==> config.mk <==
export PLATFORM = sky130hd
export DESIGN_NAME = fir_coef_agent
export DESIGN_NICKNAME = d
export VERILOG_FILES = /design/src/rtl/fir_coef_agent.sv
export SDC_FILE = /design/constraint.sdc
export NUM_CORES = 1
export LEC_CHECK = 0
export BUFFER_PORTS_ARGS = -buffer_cell sky130_fd_sc_hd__buf_2
export CORE_ASPECT_RATIO = 1.5
export CORE_MARGIN = 3
export CORE_UTILIZATION = 54
export DETAILED_ROUTE_END_ITERATION = 10
export PLACE_DENSITY_LB_ADDON = 0.05
export SLEW_MARGIN = 40
export SYNTH_ARGS = -nofsm -noshare
export SYNTH_HDL_FRONTEND = slang
export SYNTH_SLANG_ARGS = --single-unit
==> constraint.sdc <==
create_clock -name clk -period 13.9 [get_ports clk]
set_clock_uncertainty 0.05 [all_clocks]
set_input_delay 1.39 -clock clk [delete_from_list [all_inputs] [get_ports clk]]
set_output_delay 1.39 -clock clk [all_outputs]
set_load 0.05 [all_outputs]
==> src/rtl/fir_coef_agent.sv <==
module fir_coef_agent #(
  parameter int MODE      = 3,
  parameter int NUM_COEFS = 4,
  parameter int COEF_W    = 20,
  parameter int DATA_W    = 8,
  parameter int ADDR_W    = 8,
  parameter logic [ADDR_W-1:0] BASE_ADDR = 16,
  parameter logic [NUM_COEFS*COEF_W-1:0] INIT_COEFS = '0
) (
  input  logic                        clk,
  input  logic                        rst,
  input  logic [ADDR_W-1:0]           bus_addr,
  input  logic [DATA_W-1:0]           bus_wdata,
  input  logic                        bus_wr,
  input  logic                        bus_rd,
  output logic [DATA_W-1:0]           bus_rdata,
  output logic                        bus_rvalid,
  output logic [NUM_COEFS*COEF_W-1:0] coefs_out
);
  localparam int WORDS  = (COEF_W + DATA_W - 1) / DATA_W;
  localparam int SPAN   = NUM_COEFS * WORDS;
  localparam int TOP_W  = COEF_W - (WORDS - 1) * DATA_W;
  localparam int IDX_W  = NUM_COEFS > 1 ? $clog2(NUM_COEFS) : 1;
  localparam int WSEL_W = WORDS > 1 ? $clog2(WORDS) : 1;
  localparam bit RD_EN  = (MODE == 1) || (MODE == 3);
  localparam bit WR_EN  = (MODE == 2) || (MODE == 3);

  logic [ADDR_W:0]       offset;
  logic                  in_win, is_top, wr_go, rd_go;
  logic [IDX_W-1:0]      idx;
  logic [WSEL_W-1:0]     wsel;
  logic [COEF_W-1:0]     coef [NUM_COEFS];
  logic [COEF_W-1:0]     new_val;
  logic [WORDS*DATA_W-1:0] padded;
  logic [DATA_W-1:0]     rd_word;

  assign offset = {1'b0, bus_addr} - {1'b0, BASE_ADDR};
  assign in_win = (bus_addr >= BASE_ADDR) && (offset < (ADDR_W+1)'(SPAN));
  assign idx    = IDX_W'(offset / (ADDR_W+1)'(WORDS));
  assign wsel   = WSEL_W'(offset % (ADDR_W+1)'(WORDS));
  assign is_top = wsel == WSEL_W'(WORDS - 1);
  assign wr_go  = WR_EN && in_win && bus_wr && !bus_rd;
  assign rd_go  = RD_EN && in_win && bus_rd && !bus_wr;

  generate
    if (WORDS > 1) begin : g_split
      logic [(WORDS-1)*DATA_W-1:0] hold;
      always_ff @(posedge clk) begin
        if (rst) hold <= '0;
        else if (wr_go && !is_top) hold[wsel*DATA_W +: DATA_W] <= bus_wdata;
      end
      assign new_val = {bus_wdata[TOP_W-1:0], hold};
    end else begin : g_single
      assign new_val = bus_wdata[TOP_W-1:0];
    end
  endgenerate

  always_ff @(posedge clk) begin
    if (rst) begin
      for (int i = 0; i < NUM_COEFS; i++) coef[i] <= INIT_COEFS[i*COEF_W +: COEF_W];
    end else if (wr_go && is_top) begin
      coef[idx] <= new_val;
    end
  end

  genvar gi;
  generate
    for (gi = 0; gi < NUM_COEFS; gi++) begin : g_out
      assign coefs_out[gi*COEF_W +: COEF_W] = coef[gi];
    end
  endgenerate

  assign padded  = (WORDS*DATA_W)'(coef[idx]);
  assign rd_word = padded[wsel*DATA_W +: DATA_W];

  generate
    if (RD_EN) begin : g_rd
      logic              p1_v, q_v;
      logic [DATA_W-1:0] p1_d, q_d;
      always_ff @(posedge clk) begin
        if (rst) begin
          p1_v <= 1'b0;
          q_v  <= 1'b0;
          p1_d <= '0;
          q_d  <= '0;
        end else begin
          p1_v <= rd_go;
          p1_d <= rd_word;
          q_v  <= p1_v;
          q_d  <= p1_d;
        end
      end
      assign bus_rvalid = q_v;
      assign bus_rdata  = q_d;

      AST_RD_LATENCY: assert property (@(posedge clk) disable iff (rst)
        rd_go |=> ##1 bus_rvalid);
      AST_RVALID_CAUSE: assert property (@(posedge clk) disable iff (rst)
        bus_rvalid |-> $past(rd_go, 2));
    end else begin : g_nord
      assign bus_rvalid = 1'b0;
      assign bus_rdata  = '0;
    end

    if (!WR_EN) begin : g_nowr
      AST_WR_IGNORED: assert property (@(posedge clk) disable iff (rst)
        bus_wr |=> $stable(coefs_out));
    end
  endgenerate

  AST_OUTWIN_WR: assert property (@(posedge clk) disable iff (rst)
    (bus_wr && !in_win) |=> $stable(coefs_out));
  AST_LOWER_HOLD: assert property (@(posedge clk) disable iff (rst)
    (bus_wr && in_win && !is_top) |=> $stable(coefs_out));
  AST_RDWR_FROZEN: assert property (@(posedge clk) disable iff (rst)
    (bus_rd && bus_wr) |=> $stable(coefs_out));
endmodule

**Word-level counts from Yosys, hierarchy flattened**

Memories as Yosys holds them, arrays and structs flattened.
Cells that the tools add are included.

- Bits in registers: 34
- Memory bits (writable): 80
- Output and inout port bits: 89
- Memories: 1

- $add $sub $neg: 2
- Divide/modulo/power cells: 2
- Magnitude comparators: 2
- Eq/ne operators: 1
- Shifts and indexed selects: 3
- Muxes and demuxes: 9
- Reductions and logical operators: 11

Memory list:

| memory | words | width | read ports | clocked after memory_dff | wr ports | line | source |
|---|---|---|---|---|---|---|---|
| coef | 4 | 20 | 5 | 0 | 4 | 32 | `logic [COEF_W-1:0] coef [NUM_COEFS];` |

Operators with widths:

| cell | number |
|---|---|
| $neg 5->34 | 1 |
| $shift 8x34->16 const A | 1 |
| $shiftx 8x34->16 | 1 |
| $shiftx 24x6->8 | 1 |
| $mux 20 | 1 |
| $reduce_or 20->1 | 1 |
| $bwmux 16 | 1 |
| $div 9x2->9 const B | 1 |
| $lt 9x4->1 const B | 1 |
| $mod 9x2->9 const B | 1 |
| $sub 8x5->9 const B | 1 |
| $ge 8x5->1 const B | 1 |
| $logic_and 1x1->1 | 7 |
| $mux 1 | 6 |
| $logic_not 1->1 | 3 |
| $eq 2x2->1 const B | 1 |
| $mux 2 | 1 |

**Logic depth before layout (Yosys ltp)**

- Depth in word-level cells: 11
- Gate-level depth with buffers: 35

**Least setup slack after synthesis**

Ideal clock, no wire load.

- Path kind: in2reg
- Start point: input bus_addr[4]
- End point: memory coef[3][0] (enable)
- Setup time: 0.401 ns
- Data arrival time: 7.900 ns
- Setup slack: 5.549 ns
- Stages: 33
- Path through: clkbuf_1 inv_1 ha_1 nor2_1 a21oi_1 nor2_1 nor2_1 ha_1 xor2_4 xnor2_2 xnor2_1 nand3_1 a311o_1 nand3_1 buf_4 nor2_1 a21oi_1 inv_1 ha_1 nor2_1 nand4_1 mux2_1 a2111o_1 o21ba_2 o2111ai_1 and2_1 buf_2 inv_2 ha_1 inv_1 nor2_1 nand2_1 o21bai_1

RTL lines:

| what | line | source |
|---|---|---|
| start: declaration | 12 | `input logic [ADDR_W-1:0] bus_addr,` |
| end: declaration | 32 |  |

==> reports/results.tsv <==
stage	metric	value	unit
status	outcome	finished clean	
final_layout	P&R area growth vs syn	19.63	%
power	Peak VDD IR	0.0001046	V
placed_design	gp weighted congestion	0.9507	
final_layout	Final Util	66.62	%
drt	routed length per instance	22.61	um
setup_path	worst-path maximum fanout	23	
setup_path	Worst EP required	13.90	ns
timing	Worst-Margin Slew	0.9556	ns
die	Initial Utilization	55.69	%
clocking	CTS root buffer	clkbuf_16	
synthesis	Primary FF master, synth	edfxtp_1	
hold_path	HP Class	reg -> reg	
synthesis	Mapped Cells	564	
setup_path	Crit Path Category	in -> reg	
global_routing	first-pass GRT wire length	28350	um
setup_path	Largest stage delay, worst path	0.60	ns
clocking	cts hold-fix bufs	0	
clocking	setup bufs post-CTS	0	
timing	period utilization	67.61	%
hold_path	Worst Hold Launch	g_rd.p1_d[3]	
die	die width	93.42	um
timing	highest clock rate	106.4	MHz
clocking	Num CTS Buffers	17	
synthesis	most common cell in the netlist	and2_1	
synthesis	Post-synth EDFFs	80	
synthesis	sequential share of the synthesized area	49.81	%
clocking	Worst-path clk slew	0.06	ns
timing	setup_tns	0	ns
setup_path	reg2reg end	g_rd.p1_d[0]	
clocking	H-tree Lvls	4	
clocking	CTS max path bufs	2	
final_layout	number of inserted diodes	0	
synthesis	top post-synthesis cells by area	edfxtp_1 39%, dfxtp_1 11%, and2_1 8.6%, nor2_1 3.0%, mux2i_1 2.6%	
timing	fin. max-slew vios	0	
clocking	CTS tree	done	
timing	RSZ-0062 raised after global routing	no	
power	Leak	2.937	nW
clocking	clk sink count	114	
setup_path	most used cell, CP	nor2_1	
placed_design	Detail Placement HPWL	13490	um
drt	final WL	18590	um
synthesis	synth cell count leaders	85 x and2_1, 80 x edfxtp_1, 50 x nor2_1	
global_routing	largest net degree at the start of global routing	34	
synthesis	post-synth cell types	79	
synthesis	Yosys Warn Count	0	
drt	DRT Pass-1 Iters	5	
global_routing	gr usage total	29.74	%
drt	Via density	6.214	
final_layout	Fill cells	863	
drt	Routed Antenna Nets	0	
clocking	clk_lat worst skew	0.42	ns
hold_path	Hold Path Sink	bus_rdata[3]	
die	Die Area	0.01281	sq mm
synthesis	post-synthesis async set-or-reset flop share	0	%
global_routing	GRT overflow	0	
global_routing	vias in the first global route	5045	
power	Pwr Density	145.9	mW/mm^2
run	MaxCap Viol Count	0	
drt	initial detailed-routing violation count	465	
synthesis	FF+latch count, synth	114	
setup_path	Worst Setup End Kind	flop	
setup_path	Reg-to-Reg Start	coef[1][0]	
die	# IOs	109	
setup_path	slowest stage cell, crit path	and3_1	
die	Site Rows	47	
synthesis	cell taking the most area after synthesis	edfxtp_1	
drt	DRC	0	
timing	Final setup viols	0	
synthesis	average cell area after synthesis	10.97	sq um
final_layout	fin nets	692	
die	CORE AREA	0.01111	sq mm
setup_path	FF-to-FF path depth	3	
setup_path	R2R Setup Slk	12.37	ns
die	die height	137.1	um
timing	Max-Slew Margin vs Limit	35.86	%
setup_path	CP startpoint kind	input port	
clocking	cells resized by post-CTS repair	0	
final_layout	layout cell share with drive strength beyond 1	26.81	%
hold_path	Hold Path Cell Cnt	1	
synthesis	top-area cell type share of the netlist area	38.81	%
drt	via count of the routed design	5108	
timing	final hold violations	0	
synthesis	Syn Nets	593	
global_routing	antenna violations before repair	0	
placed_design	Port Buffer Count	108	
setup_path	CP Data Arrival Time	9.40	ns
timing	Period minus WS final	9.398	ns
synthesis	cell area after synthesis	0.006190	sq mm
-- sequential cells by signal, indices dropped and copies added (netlist names) --
signal        flops
coef             80
g_split.hold     16
bus_rdata         8
g_rd.p1_d         8
bus_rvalid        1
g_rd.p1_v         1
-- critical path: cells and delay by family --
kind            cells  cell delay (ns)
simple gates       12             2.79
xor+xnor            3             1.03
mux                 1             0.34
fa+ha+maj           4             1.04
buf+inv             6             1.13
compound gates      6             1.67
-- kinds of logic after synthesis --
family	count (synthesis)	share of synthesized area (%)
fa+ha+maj	9	1.819
xor+xnor	13	3.214
buf+inv	47	3.355
flops	114	49.81
mux	34	6.590
compound gates	112	14.13
simple gates	235	21.08
-- routing by layer --
| metal | routed length [um] | global-route usage (%) | up-vias |
|---|---|---|---|
| li1 | - | - | 2314 |
| met5 | 0 | 0 | - |
| met3 | 1151 | 6.106 | 63 |
| met2 | 9960 | 52.61 | 258 |
| met4 | 833 | 15.08 | 0 |
| met1 | 6641 | 33.56 | 2473 |
-- cells in the final DEF (no fill, tap or decap), types with 5 or more instances in the layout --
| cell type | n |
|---|---|
| nand2_1 | 27 |
| nor2_1 | 50 |
| mux2i_1 | 16 |
| o221ai_1 | 5 |
| nand3_1 | 9 |
| and3_1 | 5 |
| nor3_1 | 13 |
| o2111ai_1 | 6 |
| mux2_2 | 9 |
| inv_1 | 14 |
| a32oi_1 | 17 |
| buf_2 | 108 |
| ha_1 | 9 |
| xnor2_1 | 5 |
| clkbuf_16 | 17 |
| o211ai_1 | 12 |
| edfxtp_1 | 80 |
| and2_1 | 85 |
| nor2b_1 | 10 |
| mux2_1 | 5 |
| o41ai_1 | 6 |
| dfxtp_1 | 34 |
| a21oi_1 | 17 |
-- worst max path at each step --
| stage | from | end | cells after the start |
|---|---|---|---|
| floorplan | bus_addr[4] | coef[3][0] | 33 |
| global placement | bus_addr[4] | coef[0][3] | 29 |
| detailed placement | bus_addr[4] | coef[0][3] | 28 |
| CTS | bus_addr[4] | coef[2][0] | 32 |
| global route | bus_addr[4] | coef[0][0] | 32 |
| finish | bus_addr[4] | coef[2][0] | 32 |
-- area by class of cell --
type / instances / area (sq um) / share of cell area, %
inverters: 16 / 60.06 / 0.8111
clock buffers: 17 / 425.4 / 5.745
repair buffers: 111 / 563.0 / 7.604
well taps: 147 / 183.9 / 2.484
flip-flops and latches: 114 / 3083 / 41.64
clock inverters: 14 / 138.9 / 1.876
multi-input cells: 403 / 2950 / 39.84
-- power breakdown --
part / total, mW / switching (mW) / leakage (nW) / internal [mW]
logic: 0.270 / 0.185 / 1.58 / 0.0851
clock network: 0.421 / 0.159 / 0.268 / 0.261
registers: 0.390 / 0.00802 / 1.09 / 0.382
-- through the flow --
stage	cell area [sq um]	setup slack (ns)	hold slack, ns	power [mW]	instances
6_report	7405	4.502	0.3896	1.080	822
5_1_grt	7405	3.907	0.4107	1.115	822
4_1_cts	7392	4.562	0.3943	1.078	822
3_5_place_dp	6828	4.165	0.3789	0.6612	791
3_3_place_gp	6813	4.270	0.3684	0.6562	791
2_1_floorplan	6190	5.549	0.3638	0.5944	564
Power figures use the tool's default switching activity.
